==> src/rtl/rsq_pkg.sv <==
package rsq_pkg;

  typedef enum logic [2:0] {
    PH_IDLE = 3'd0,
    PH_ACT  = 3'd1,
    PH_DLY  = 3'd2,
    PH_F0   = 3'd3,
    PH_F1   = 3'd4
  } phase_t;

  typedef enum logic [1:0] {
    SRC_EXT = 2'd0,
    SRC_LVD = 2'd1,
    SRC_WDG = 2'd2
  } src_t;

  // Wait-phase length for a given configuration bit.
  function automatic int unsigned rsq_dly_len(logic lng, int unsigned short_len,
                                               int unsigned long_len);
    return lng ? long_len : short_len;
  endfunction

  // Highest-priority source among simultaneous requests.
  function automatic src_t rsq_pick(logic wdg, logic lvd);
    if (wdg) return SRC_WDG;
    if (lvd) return SRC_LVD;
    return SRC_EXT;
  endfunction

  // Cause flag position for a source.
  function automatic logic [2:0] rsq_bit(src_t s);
    return 3'b001 << s;
  endfunction

endpackage

==> src/rtl/rsq_pin_filter.sv <==
module rsq_pin_filter #(
  parameter int LOW_SAMPLES = 3
) (
  input  logic clk,
  input  logic por_n,
  input  logic pin_n,
  input  logic mask,
  output logic ext_req,
  output logic pin_low
);
  localparam int CW = $clog2(LOW_SAMPLES + 1);

  logic [CW-1:0] run_q;

  always_ff @(posedge clk or negedge por_n) begin
    if (!por_n)                           run_q <= '0;
    else if (mask || pin_n)               run_q <= '0;
    else if (run_q != CW'(LOW_SAMPLES))   run_q <= run_q + CW'(1);
  end

  assign ext_req = !mask && !pin_n && (run_q == CW'(LOW_SAMPLES - 1));
  assign pin_low = (run_q == CW'(LOW_SAMPLES));
endmodule

==> src/rtl/rsq_cause_reg.sv <==
module rsq_cause_reg
  import rsq_pkg::*;
(
  input  logic       clk,
  input  logic       por_n,
  input  logic       clr,
  input  logic       set_en,
  input  src_t       set_src,
  output logic [2:0] cause
);
  logic [2:0] cause_q;

  always_ff @(posedge clk or negedge por_n) begin
    if (!por_n)
      cause_q <= '0;
    else if (clr || set_en)
      cause_q <= (clr ? 3'b000 : cause_q) | (set_en ? rsq_bit(set_src) : 3'b000);
  end

  assign cause = cause_q;
endmodule

==> src/rtl/rst_seq_ctrl.sv <==
module rst_seq_ctrl
  import rsq_pkg::*;
#(
  parameter int AW          = 16,
  parameter int DLY_SHORT   = 256,
  parameter int DLY_LONG    = 4096,
  parameter int EXT_MIN     = 4,
  parameter int WDG_LEN     = 30,
  parameter int FILT_N      = 3,
  parameter logic [AW-1:0] VEC_ADDR = {{(AW-1){1'b1}}, 1'b0}
) (
  input  logic          clk,
  input  logic          por_n,
  input  logic          pin_sync_n,
  input  logic          lvd_flag,
  input  logic          wdg_pulse,
  input  logic          dly_long,
  input  logic          cause_clr,
  output logic          sys_rst,
  output logic          pin_pull_low,
  output logic          fetch_strobe,
  output logic [AW-1:0] fetch_addr,
  output logic [2:0]    cause
);
  localparam int CNT_W = $clog2(DLY_LONG + 1);

  phase_t           phase_q, phase_d;
  src_t             src_q, src_d;
  logic [CNT_W-1:0] cnt_q, cnt_d;
  logic             lvd_q;

  // Named internal events.
  logic ext_req, pin_low_f, lvd_req, req_any, act_done, dly_done;
  src_t req_src;

  assign lvd_req = lvd_flag & ~lvd_q;
  assign req_any = ext_req | lvd_req | wdg_pulse;
  assign req_src = rsq_pick(wdg_pulse, lvd_req);

  assign pin_pull_low = (phase_q == PH_DLY) ||
                        ((phase_q == PH_ACT) && (src_q != SRC_EXT));

  rsq_pin_filter #(.LOW_SAMPLES(FILT_N)) u_filt (
    .clk     (clk),
    .por_n   (por_n),
    .pin_n   (pin_sync_n),
    .mask    (pin_pull_low),
    .ext_req (ext_req),
    .pin_low (pin_low_f)
  );

  always_comb begin
    case (src_q)
      SRC_EXT: act_done = (cnt_q >= CNT_W'(EXT_MIN - 1)) && !pin_low_f;
      SRC_LVD: act_done = !lvd_flag;
      default: act_done = (cnt_q == CNT_W'(WDG_LEN - 1));
    endcase
  end

  assign dly_done = (cnt_q == CNT_W'(rsq_dly_len(dly_long, DLY_SHORT, DLY_LONG) - 1));

  always_comb begin
    phase_d = phase_q;
    src_d   = src_q;
    cnt_d   = cnt_q;
    if (req_any) begin
      phase_d = PH_ACT;
      src_d   = req_src;
      cnt_d   = '0;
    end else begin
      case (phase_q)
        PH_ACT: if (act_done) begin
                  phase_d = PH_DLY;
                  cnt_d   = '0;
                end else cnt_d = cnt_q + CNT_W'(1);
        PH_DLY: if (dly_done) begin
                  phase_d = PH_F0;
                  cnt_d   = '0;
                end else cnt_d = cnt_q + CNT_W'(1);
        PH_F0:  phase_d = PH_F1;
        PH_F1:  phase_d = PH_IDLE;
        default: phase_d = PH_IDLE;
      endcase
    end
  end

  always_ff @(posedge clk or negedge por_n) begin
    if (!por_n) begin
      phase_q <= PH_DLY;
      src_q   <= SRC_EXT;
      cnt_q   <= '0;
      lvd_q   <= 1'b0;
    end else begin
      phase_q <= phase_d;
      src_q   <= src_d;
      cnt_q   <= cnt_d;
      lvd_q   <= lvd_flag;
    end
  end

  rsq_cause_reg u_cause (
    .clk     (clk),
    .por_n   (por_n),
    .clr     (cause_clr),
    .set_en  (req_any),
    .set_src (req_src),
    .cause   (cause)
  );

  assign sys_rst      = (phase_q != PH_IDLE);
  assign fetch_strobe = (phase_q == PH_F0) || (phase_q == PH_F1);
  assign fetch_addr   = (phase_q == PH_F0) ? VEC_ADDR :
                        (phase_q == PH_F1) ? VEC_ADDR + AW'(1) : '0;
endmodule

==> config.mk <==
export PLATFORM = sky130hd
export DESIGN_NAME = rst_seq_ctrl
export DESIGN_NICKNAME = d
export VERILOG_FILES = /design/src/rtl/rsq_pkg.sv /design/src/rtl/rsq_pin_filter.sv /design/src/rtl/rsq_cause_reg.sv /design/src/rtl/rst_seq_ctrl.sv
export SDC_FILE = /design/constraint.sdc
export NUM_CORES = 1
export LEC_CHECK = 0
export BUFFER_PORTS_ARGS = -buffer_cell sky130_fd_sc_hd__buf_2
export CORE_ASPECT_RATIO = 1.5
export CORE_UTILIZATION = 49
export DETAILED_ROUTE_END_ITERATION = 10
export PLACE_DENSITY = 0.75
export SYNTH_ARGS = -nofsm -noshare
export SYNTH_HDL_FRONTEND = slang
export SYNTH_HIERARCHICAL = 1
export SYNTH_SLANG_ARGS = --single-unit
==> constraint.sdc <==
create_clock -name clk -period 2.7 [get_ports clk]
set_clock_uncertainty 0.15 [all_clocks]
set_input_delay 0.27 -clock clk [delete_from_list [all_inputs] [get_ports clk]]
set_output_delay 0.27 -clock clk [all_outputs]
set_load 0.03 [all_outputs]
## Word-level counts from Yosys, hierarchy flattened

Cells that the tools add are included.

| word-level totals | value |
|---|---|
| latch bits | 0 |
| RAM bits | 0 |
| register bits | 24 |
| logic and storage cells | 69 |
| bits in read-only memories | 0 |
| bits of input ports | 7 |
| memories | 0 |
| output and inout port bits | 22 |

| operators by class | value |
|---|---|
| $mul | 0 |
| shift operators | 1 |
| div/mod/pow operators | 0 |
| multiplexer cells | 23 |
| order comparisons | 1 |
| add/subtract/negate cells | 3 |
| bitwise gates (word level) | 5 |
| reduce and logical (&&, ||, !) cells | 18 |
| equality and inequality tests | 12 |

Operator list:

| operator | number |
|---|---|
| 13-bit two-way mux | 4 |
| 16-bit two-way mux | 2 |
| 13-bit case mux with 2 select lines | 1 |
| 3-bit two-way mux | 5 |
| 13-bit by 1-bit adder with 13-bit output (second input constant) | 1 |
| 13-bit equality test | 1 |
| 13-bit by 5-bit equality test with 1-bit output (second input constant) | 1 |
| 13-bit by 2-bit >= comparator with 1-bit output (second input constant) | 1 |
| 13-bit by 1-bit subtractor with 13-bit output (second input constant) | 1 |
| 2-bit two-way mux | 6 |
| 3-bit case mux with 3 select lines | 1 |
| 3-bit by 2-bit equality test with 1-bit output (second input constant) | 2 |
| 3-bit by 2-bit inequality test with 1-bit output (second input constant) | 2 |
| 3-bit nonzero test | 2 |
| 2-bit equality test (second input constant) | 2 |
| 1-bit logical AND | 4 |
| 1-bit logical NOT | 4 |
| 1-bit logical OR | 4 |
| 2-bit nonzero test | 2 |
| 3-bit by 1-bit equality test with 1-bit output (second input constant) | 1 |
| 3-bit equality test (second input constant) | 1 |
| 1-bit two-way mux | 3 |
| 3-bit OR | 1 |
| 1-bit by 2-bit left shift with 3-bit output (first input constant) | 1 |
| other kinds (9) | 10 |

## Longest topological paths before layout

Gate-level depths: netlist of the first run.

| logic depth | value |
|---|---|
| word-level depth | 10 |
| mapped depth | 11 |
| gate-level depth less buffers | 10 |

## Cells and area by module

The synthesis of the first run kept the hierarchy.

Modules (own cells, without submodules):

| module | instances | seq. area each (um^2) | cells an instance | area each (um^2) |
|---|---|---|---|---|
| rst_seq_ctrl | 1 | 476.7 | 133 | 1237.4 |
| rsq_pin_filter | 1 | 50.0 | 11 | 122.6 |
| rsq_cause_reg | 1 | 75.1 | 9 | 116.4 |

## Worst setup path after synthesis of the first run

Ideal clock, no wire load.

| path | value |
|---|---|
| path type | register to register |
| start point | reg phase_q[1] |
| end point | reg cnt_q[7] |
| data required time | 2.476 ns |
| data arrival time | 2.482 ns |
| library setup time | 0.074 ns |
| setup slack | -0.006 ns |
| cell stages (with the launch flop) | 12 |
| clock period less this slack | 2.706 ns |
| path through | dfstp_2 > nand2b_1 > o21bai_1 > a21oi_1 > nor3b_1 > nor2_1 > and2_1 > inv_1 > nor2_1 > clkbuf_1 > nand2_1 > o21ai_2 |

| on the way | value |
|---|---|
| cells in the longest elaborated chain, start to end | 9 |
| elaborated cells between the ends (all ways) | 12 |
| those cells by class | eq/ne (2); mux (2); bitwise (2); reduce/logical (6) |

RTL lines:

| element | line | source |
|---|---|---|
| start: declaration | rst_seq_ctrl.sv:27 | `phase_t phase_q, phase_d;` |
| start signal: assignment | rst_seq_ctrl.sv:94 | `phase_q <= phase_d;` |
| 3-bit by 1-bit equality test with 1-bit output | rst_seq_ctrl.sv:41 | `((phase_q == PH_ACT) && (src_q != SRC_EXT));` |
| 1-bit logical AND | rst_seq_ctrl.sv:41 |  |
| 1-bit logical OR * | rst_seq_ctrl.sv:40 | `assign pin_pull_low = (phase_q == PH_DLY) \|\|` |
| via pin_pull_low | rst_seq_ctrl.sv:20 | `output logic pin_pull_low,` |
| 1-bit logical NOT * | rsq_pin_filter.sv:21 | `assign ext_req = !mask && !pin_n && (run_q == CW'(LOW_SAMPLES - 1));` |
| 1-bit logical AND * (2 in a row) | rsq_pin_filter.sv:21 |  |
| via ext_req | rst_seq_ctrl.sv:33 | `logic ext_req, pin_low_f, lvd_req, req_any, act_done, dly_done;` |
| 1-bit OR * (2 in a row) | rst_seq_ctrl.sv:37 | `assign req_any = ext_req \| lvd_req \| wdg_pulse;` |
| via req_any | rst_seq_ctrl.sv:33 |  |
| 3-bit nonzero test (no line) or 13-bit two-way mux (tied branches) | -- |  |
| end signal: assignment | rst_seq_ctrl.sv:96 | `cnt_q <= cnt_d;` |
| end: declaration | rst_seq_ctrl.sv:29 | `logic [CNT_W-1:0] cnt_q, cnt_d;` |

Mark *: on every way through the listed nets, which the timed path passes. The rest lies on a longest branch.
A chain may end at the register's enable or synchronous reset.

## Worst setup path after layout of the first run

| path | value |
|---|---|
| start point | reg cnt_q[1] |
| end point | reg cnt_q[0] |

| on the way | value |
|---|---|
| cells in the longest elaborated chain, start to end | 6 |
| elaborated cells between the ends (all ways) | 9 |
| those cells by class | order compare (1); eq/ne (2); mux (5); reduce/logical (1) |

RTL lines:

| element | line | source |
|---|---|---|
| 13-bit by 2-bit >= comparator with 1-bit output | rst_seq_ctrl.sv:54 | `SRC_EXT: act_done = (cnt_q >= CNT_W'(EXT_MIN - 1)) && !pin_low_f;` |
| 1-bit logical AND | rst_seq_ctrl.sv:54 |  |
| 1-bit case mux with 2 select lines | rst_seq_ctrl.sv:53 | `case (src_q)` |
| 13-bit two-way mux | rst_seq_ctrl.sv:72 | `PH_ACT: if (act_done) begin` |
| 13-bit case mux with 2 select lines * | rst_seq_ctrl.sv:71 | `case (phase_q)` |
| 13-bit two-way mux * | rst_seq_ctrl.sv:66 | `if (req_any) begin` |

Every way passes the cells marked *; elsewhere a longest branch is shown, timed or not.

==> results of run 1 <==
## stage by stage
step	hold slack (ns)	cell area, sq um	std cells
floorplan	-0.176	1480	153
global placement	0.121	1630	215
detailed placement	0.132	1630	215
CTS	0.0250	1700	221
global route	0.0213	1790	227
finish	0.0281	1790	227
## placed cells by master, fill, tap and decap left out, types with 2 or more instances in the layout
cell type	n
a21o_1	2
nand2_1	21
o21ai_2	11
nor2_2	2
a211oi_2	2
clkbuf_8	3
inv_1	6
and4_1	2
nor3b_1	2
dfrtp_1	23
buf_2	28
or4_4	3
nor3_1	2
nand3_1	5
xnor2_1	6
dlygate4sd3_1	2
xor2_1	6
nand4_1	2
buf_4	17
ha_1	3
o21ai_4	2
a21oi_1	2
nand2b_1	5
nor2_1	8
o21ai_1	2
o2bb2ai_1	2
## sequential cells by signal, indices dropped and copies added (netlist names)
signal         flops
lvd_q              1
phase_q            3
u_filt/run_q       2
src_q              2
u_cause/cause      3
cnt_q             13
## what timing repair did
item | CTS | global route
setup buffers | 0 | 5
setup endpoints to repair | 6 | 13
gates cloned | 0 | 1
hold endpoints to repair | 24 | 0
pin swaps | 0 | 15
hold buffers | 2 | 0
resized for setup | 1 | 11
## cell families (layout without fill, tap and decap cells)
family	Yosys count	in the layout	share of synthesized area, %
and+or+nand+nor	60	60	21.1
xor gates and xnor gates	12	12	7.12
adders and majority gates	4	4	3.39
buffers and inverters	24	58	10.9
DFF	24	24	40.8
AOI/OAI and AO/OA	29	30	16.7
## worst max-delay path by stage
stage	slack (ns)	cells past startpoint	start	endpoint
5_1_grt	-0.11	8	cnt_q[0]	cnt_q[0]
3_3_place_gp	0.10	6	cnt_q[0]	cnt_q[8]
6_report	-0.06	8	cnt_q[1]	cnt_q[0]
4_1_cts	-0.01	7	cnt_q[0]	cnt_q[0]
3_5_place_dp	-0.008	6	cnt_q[0]	cnt_q[2]
2_1_floorplan	0.09	3	phase_q[2]	fetch_addr[10]
## layout make-up
class                      count  area [sq um]  share of cell area, %
clock buffer                   4          45.0                   2.51
sequential                    24           602                   33.6
timing repair buffer          48           299                   16.7
tap                           39          48.8                   2.72
inverter                       6          22.5                   1.26
multi-input combinational    106           776                   43.3
## power breakdown
part / leakage, nW / internal (W) / switching [W] / total, W
sequential: 0.314 / 0.000386 / 0.0000251 / 0.000412
clock: 0.0228 / 0.000106 / 0.000122 / 0.000228
combinational: 0.488 / 0.000149 / 0.000287 / 0.000436
## metal layers
layer / vias to the layer above / share of wire, %
met4: 0 / 3.5
li1: 584 / -
met5: - / 0
met2: 41 / 53
met1: 611 / 40
met3: 9 / 3.3
## critical path, delay by kind of cell (launching register included)
kind                     cells  cell delay (ns)
AND/OR/NAND/NOR              3             1.10
AO/OA/AOI/OAI                2             0.50
adder cells (fa/ha/maj)      1             0.19
buffers and inverters        2             0.32
flip-flops                   1             0.40
==> results.cfg, run 1 <==
[min_path]
hold_class = in -> reg
hold_path_end = u_filt/run_q[1]
hold_depth = 2
hold_start = pin_sync_n

[worst_setup_path]
worst-path-max-fanout = 3
reg2regPathDepth = 8
reg2reg_slack_ns = -0.06
required_ns = 2.74
crit_type = reg -> reg
cp-end-kind = flip-flop
r2r-start = cnt_q[1]
path_cells = ha_2, or4_4, or4b_4, a2111oi_4, buf_4, buf_6, nor3_2, a211oi_2
arrival_ns = 2.80
crit-reg2reg-capture = cnt_q[0]
cp_slowest_cell = or4b_4
critPathLaunchType = flip-flop
cp_slowest_stage_delay_ns = 0.55

[sta]
period_needed_ns = 2.76
relSlewSlack_pct = 56.7
rsz0062_at_grt = true
finalHoldViolations = 0
tns_ns = -0.0674
setup_violations = 2
maxSlewViolCount = 0
post-route-period-util_pct = 102
fmax_ghz = 0.363
fin_ws_ns = -0.0574
worstMarginPinSlew_ns = 0.649

[cts]
insertion_delay_ns = 0.28
root_buffer = clkbuf_8
clk_path_buf_depth = 2
cts_tree = built
cts_num_sinks = 24
htree_levels = 1
cts_inserted_buffers = 3
clk_pin_slew_ns = 0.09

[synth]
synth_common_cells = dfrtp_1 (23), nand2_1 (21), buf_4 (15), o21ai_2 (11), nor2_1 (10)
syn_inst = 153
synth.yosys.warnings = 6
ys_seq_area_share_pct = 40.8
yosys.area.top_type = dfrtp_1
synth_area_per_cell_sq_um = 9.65
synthTopCellsByArea = dfrtp_1 (39%), buf_4 (7.6%), o21ai_2 (6.5%), nand2_1 (5.3%), xnor2_1 (3.6%)
synth_edf_count = 0
synth_seq_cells = 24
synth_cell_types = 38
synth-main-ff-cell = dfrtp_1
synth.most_common_cell = dfrtp_1
synthArstFlopShare_pct = 100
synth_top_area_share_pct = 39.0
synth_nets = 164
netlist_area_sq_mm = 0.00148

[pwr]
power.density_mw_per_mm2 = 600
vdd_drop_max_mv = 0.377
p_leak_nw = 0.825
total_power_w = 0.00108

[global_routing]
met2_usage_pct = 35.3
grt_pass1_vias = 1133
grt_pass1_wl_microns = 5020
antenna_found_initial = 0
grt_use_met1_pct = 25.8
grt_max_degree = 25
top_usage_layer = met2
grt_usage_pct = 21.4
met3_usage_pct = 2.34
grt_overflow_total = 0

[route]
first_iter_violations = 31
vias_per_cell = 5.48
wire_per_inst_microns = 15.0
first_pass_iters = 4
drc = 0
vias = 1245
totalWireLength_microns = 3410
ant_nets = 0

[die]
dieArea_sq_mm = 0.00324
num_rows = 24
core_area_sq_mm = 0.00288
die_h_microns = 69.2
num_io_pins = 29
start_util_pct = 51.2
die_w_microns = 46.8

[placement]
routabilityCongestion = 0.776
io_buffers = 28
hpwlAfterDp_microns = 2310
dp_slack_ns = -0.00837

[layout]
drive_above_1_share_pct = 40.4
finalCoreUtilization_pct = 62.2
filler_cell_count = 263
area.growth.synth_to_final_pct = 21.4
antenna_cells = 0
fin_nets = 200

[status]
violations = setup timing
run_status = complete, but fails checks

[job]
maxCapViolCount = 0
(Power assumes the default switching activity.)
==> inputs of run 2 (changes only) <==
Settings changed: RECOVER_POWER from default to 25.
==> run 2 against run 1 <==
Compared with the run above:
- first-iteration DRC count did not move
- sequential power barely moved
- global-route usage unchanged
- the flow still finishes with violations (setup timing)
- count of clock-buffer cells in the layout is the same
==> results.cfg, run 2 (synthesized netlist as in run 1, its figures left out) <==
[route]
wire_per_inst_microns = 15.0
totalWireLength_microns = 3410
ant_nets = 0
first_iter_violations = 31
vias = 1242
first_pass_iters = 4
drc = 0
vias_per_cell = 5.47

[status]
run_status = complete, but fails checks
violations = setup timing

[job]
maxCapViolCount = 0

[layout]
antenna_cells = 0
finalCoreUtilization_pct = 62.1
largest-register = cnt_q
multiInputGateArea_sq_um = 776
layout_commonest_cell = buf_2
layout_common_cells = buf_2 (26), dfrtp_1 (23), nand2_1 (21)
drive_above_1_share_pct = 39.4
largest_register_ffs = 13
seqCellArea_sq_um = 602
filler_cell_count = 264
area.growth.synth_to_final_pct = 21.3
fin_nets = 200

[sta]
fin_ws_ns = -0.0592
finalHoldViolations = 0
setup_violations = 4
relSlewSlack_pct = 13.5
post-route-period-util_pct = 102
maxSlewViolCount = 0
fmax_ghz = 0.362
worstMarginPinSlew_ns = 1.30
period_needed_ns = 2.76
rsz0062_at_grt = true

[global_routing]
grt_overflow_total = 0
grt_pass1_wl_microns = 5020
grt_pass1_vias = 1133
antenna_found_initial = 0
grt_usage_pct = 21.4
grt_max_degree = 25

[cts]
cts_inserted_buffers = 3
clk_pin_slew_ns = 0.09
root_buffer = clkbuf_8
clk_path_buf_depth = 2
cts_num_sinks = 24
cts_tree = built
htree_levels = 1
insertion_delay_ns = 0.28

[pwr]
vdd_drop_max_mv = 0.375
power.density_mw_per_mm2 = 600
p_leak_nw = 0.819
total_power_w = 0.00107

[die]
core_area_sq_mm = 0.00288
start_util_pct = 51.2
die_w_microns = 46.8
num_rows = 24
die_h_microns = 69.2
dieArea_sq_mm = 0.00324
num_io_pins = 29

[min_path]
hold_class = in -> reg

[placement]
io_buffers = 28
hpwlAfterDp_microns = 2310
routabilityCongestion = 0.776

[worst_setup_path]
worst-path-max-fanout = 3
crit_type = reg -> reg
cp-end-kind = flip-flop
critPathLaunchType = flip-flop
arrival_ns = 2.80
required_ns = 2.74
run 2: changes by cell type in the layout (fill, tap and decap cells not counted), sizes merged:
cell    delta
buf        -2
clkbuf     +2
run 2: area by class of cell:
type,instances,area share (%)
clock buffers,4,2.52
inverters,6,1.26
multi-input cells,106,43.3
flip-flops and latches,24,33.6
well taps,39,2.73
repair buffers,48,16.6
run 2: worst paths after layout:
path	startpoint	to	slack [ns]	depth (start not counted)
worst max-delay path	cnt_q[1]	cnt_q[0]	-0.06	8
worst min-delay path	pin_sync_n	u_filt/run_q[1]	0.03	2
worst max register to register	cnt_q[1]	cnt_q[0]	-0.06	8
worst min register to register	u_cause/cause[0]	u_cause/cause[0]	0.33	1
max in group asynchronous	por_n	phase_q[2]	0.98	2
min in group asynchronous	por_n	u_filt/run_q[1]	0.65	2
run 2: per-stage QoR:
step / std cells / setup slack (ns) / hold slack [ns] / TNS (ns) / instance area (sq um)
after global placement: 215 / 0.103 / 0.121 / 0 / 1630
final: 227 / -0.0592 / 0.0300 / -0.0707 / 1790
after detailed placement: 215 / -0.00837 / 0.132 / -0.0213 / 1630
after floorplan: 153 / 0.0867 / -0.176 / 0 / 1480
after CTS: 221 / -0.00989 / 0.0250 / -0.00989 / 1700
after global routing: 227 / -0.106 / 0.0213 / -0.541 / 1790
run 2: routing by layer:
metal / share of wire, % / track usage (%)
met1: 40 / 25.8
met3: 3.1 / 2.34
met2: 53 / 35.3
met4: 3.6 / 11.4
met5: 0 / 0
run 2: worst max-delay path, stage by stage (launching register included):
cell       delay, ns
dfrtp_1         0.40
ha_2            0.20
or4_4           0.51
or4b_4          0.55
a2111oi_4       0.34
buf_4           0.21
buf_6           0.11
nor3_2          0.04
a211oi_2        0.16
run 2: where the power goes:
part	switching [W]	total, W	internal (W)
combinational	0.000287	0.000436	0.000149
sequential	0.0000251	0.000412	0.000387
clock	0.000121	0.000227	0.000106
total	0.000434	0.00107	0.000641
run 2: timing repair:
item | CTS | global route
setup endpoints to repair | 6 | 13
hold buffers | 2 | 0
setup buffers | 0 | 5
resized for setup | 1 | 11
pin swaps | 0 | 15
cloned | 0 | 1
hold endpoints to repair | 24 | 0
==> inputs of run 3 (changes only) <==
Settings changed: BUFFER_PORTS_ARGS -buffer_cell sky130_fd_sc_hd__buf_2 to default, CORE_UTILIZATION 49 to 50, DONT_BUFFER_PORTS from default to 1, GPL_TIMING_DRIVEN from default to 0, PLACE_DENSITY 0.75 to 0.68.
==> run 3 against run 2 <==
Compared with the run above:
- the run now ends clean
- global-route usage decreased by 1.2 points
- fmax increased by 5.2%
- sequential share of layout area rose by 1.2 points
- non-clock buffer count decreased by 17
- die area decreased by 1.9%
- setup slack improved by 0.14 ns
- register-to-register slack better by 0.14 ns
- critical path depth decreased by 1
- hold slack worse by 0.0031 ns
- combinational power down 2%
- sequential power up 3%
- core utilization up 1.6 points
- critical endpoint is now cnt_q[10]
==> results.cfg, run 3 (synthesized netlist as in run 1, its figures left out) <==
[status]
run_status = complete, no violations

[placement]
routabilityCongestion = 0.822
io_buffers = 0
hpwlAfterDp_microns = 2100
placed_cells = 190
place_area_sq_mm = 0.00153

[pwr]
vdd_drop_max_mv = 0.327
seqPwrFrac_pct = 38.9
pwr-share-clk_pct = 22.1
switchingPower_w = 0.000413
total_power_w = 0.00109
intPower_w = 0.000681
p_leak_nw = 0.746
switching_share_pct = 37.7
power.density_mw_per_mm2 = 628
combPwrFrac_pct = 38.9

[layout]
design_area_sq_mm = 0.00174
layout_common_cells = buf_4 (24), nand2_1 (21), dfrtp_1 (19)
filler_cell_count = 223
largest_register_ffs = 13
finalCoreUtilization_pct = 63.7
area.growth.synth_to_final_pct = 18.0
largest-register = cnt_q
finalNonFillerCells = 207
drive_above_1_share_pct = 34.7
layout_commonest_cell = buf_4
fin_nets = 182
antenna_cells = 0

[worst_setup_path]
worst-path-max-fanout = 5
reg2regPathDepth = 7
reg2reg_slack_ns = 0.08
cp-end-kind = flip-flop
endpoint = cnt_q[10]
crit-reg2reg-capture = cnt_q[10]
critPathLaunch = cnt_q[1]
required_ns = 2.75
r2r-start = cnt_q[1]
critPathLaunchType = flip-flop
arrival_ns = 2.67
crit_type = reg -> reg

[sta]
maxSlewViolCount = 0
worstMarginPinSlew_ns = 1.11
setup_violations = 0
finalHoldViolations = 0
relSlewSlack_pct = 25.4
post-route-period-util_pct = 97.1
fmax_ghz = 0.381
period_needed_ns = 2.62

[route]
wire_per_inst_microns = 14.8
drc = 0
totalWireLength_microns = 3070
vias_per_cell = 5.28
vias = 1092
ant_nets = 0
first_iter_violations = 23
first_pass_iters = 4

[cts]
root_buffer = clkbuf_8
clk_pin_slew_ns = 0.08
htree_levels = 1
insertion_delay_ns = 0.27
clk_path_buf_depth = 2
cts_inserted_buffers = 3
cts_num_sinks = 24
cts_tree = built

[global_routing]
grt_pass1_vias = 1086
grt_pass1_wl_microns = 4630
grt_usage_pct = 20.2
antenna_found_initial = 0
grt_overflow_total = 0
grt_max_degree = 25

[die]
start_util_pct = 54.0
num_io_pins = 29
dieArea_sq_mm = 0.00318
core_area_sq_mm = 0.00273
die_w_microns = 46.4
die_h_microns = 68.6
num_rows = 23

[min_path]
hold_class = in -> reg

[job]
maxCapViolCount = 0
run 3: cell count changes in the layout (fill, tap and decap cells not counted), moves of 2 or more:
cell,change
buf_2,-26
buf_4,+7
buf_6,+2
clkbuf_1,-3
dfrtp_1,-4
dfrtp_2,+4
dlygate4sd3_1,+2
nor3b_1,-2
nor3b_2,+2
o21ai_4,-2
or4_1,+2
or4_4,-2
run 3: metal layers:
layer / part of all wire (%) / routed length, microns / GRT usage, %
met5: 0 / 0 / 0
met1: 42 / 1300 / 21.9
met2: 54 / 1660 / 37.0
met4: 1.1 / 35 / 9.19
met3: 2.1 / 64 / 2.86
run 3: final cells by class:
class,count,area (sq um),area share [%]
clock buffer,4,55.1,3.16
timing repair buffer,13,111,6.39
multi-input combinational,105,757,43.5
inverter,6,22.5,1.29
buffer,18,143,8.19
tap,37,46.3,2.66
sequential,24,607,34.8
run 3: per-stage QoR:
stage	TNS, ns	hold slack [ns]	setup WS, ns
floorplan	0	-0.176	0.0867
global placement	-2.46	-0.175	-0.163
detailed placement	-3.64	-0.175	-0.206
CTS	0	0.0251	0.0148
global route	-0.0110	0.0222	-0.0110
finish	0	0.0269	0.0774
run 3: worst max-delay path: stages, from the launching register on:
cell	delay [ns]
dfrtp_2	0.43
ha_4	0.16
or4_1	0.40
or4b_4	0.56
a2111oi_4	0.39
o21ai_2	0.16
buf_6	0.18
o21ai_2	0.13
run 3: worst min-delay path by stage:
stage / from / to / slack (ns) / cells past startpoint
6_report: wdg_pulse / u_cause/cause[2] / 0.03 / 1
5_1_grt: wdg_pulse / u_cause/cause[2] / 0.02 / 1
4_1_cts: wdg_pulse / u_cause/cause[2] / 0.03 / 1
3_5_place_dp: por_n / u_filt/run_q[1] / -0.17 / 0
3_3_place_gp: por_n / phase_q[2] / -0.17 / 0
2_1_floorplan: por_n / cnt_q[0] / -0.18 / 0
run 3: what timing repair did:
item | CTS | global route
hold endpoints to repair | 28 | 0
cloned | 0 | 1
buffers inserted | 3 | 5
pin swaps | 2 | 5
endpoints found under the setup margin | 28 | 12
hold buffers | 4 | 0
resized for setup | 7 | 13
run 3: power groups by stage:
stage | combinational [W] | clock, W | sequential (W)
after detailed placement | 0.000352 | 0 | 0.000436
after CTS | 0.000401 | 0.000251 | 0.000423
after global routing | 0.000453 | 0.000263 | 0.000429
after floorplan | 0.000315 | 0 | 0.000427
after global placement | 0.000343 | 0 | 0.000435
final | 0.000426 | 0.000242 | 0.000426
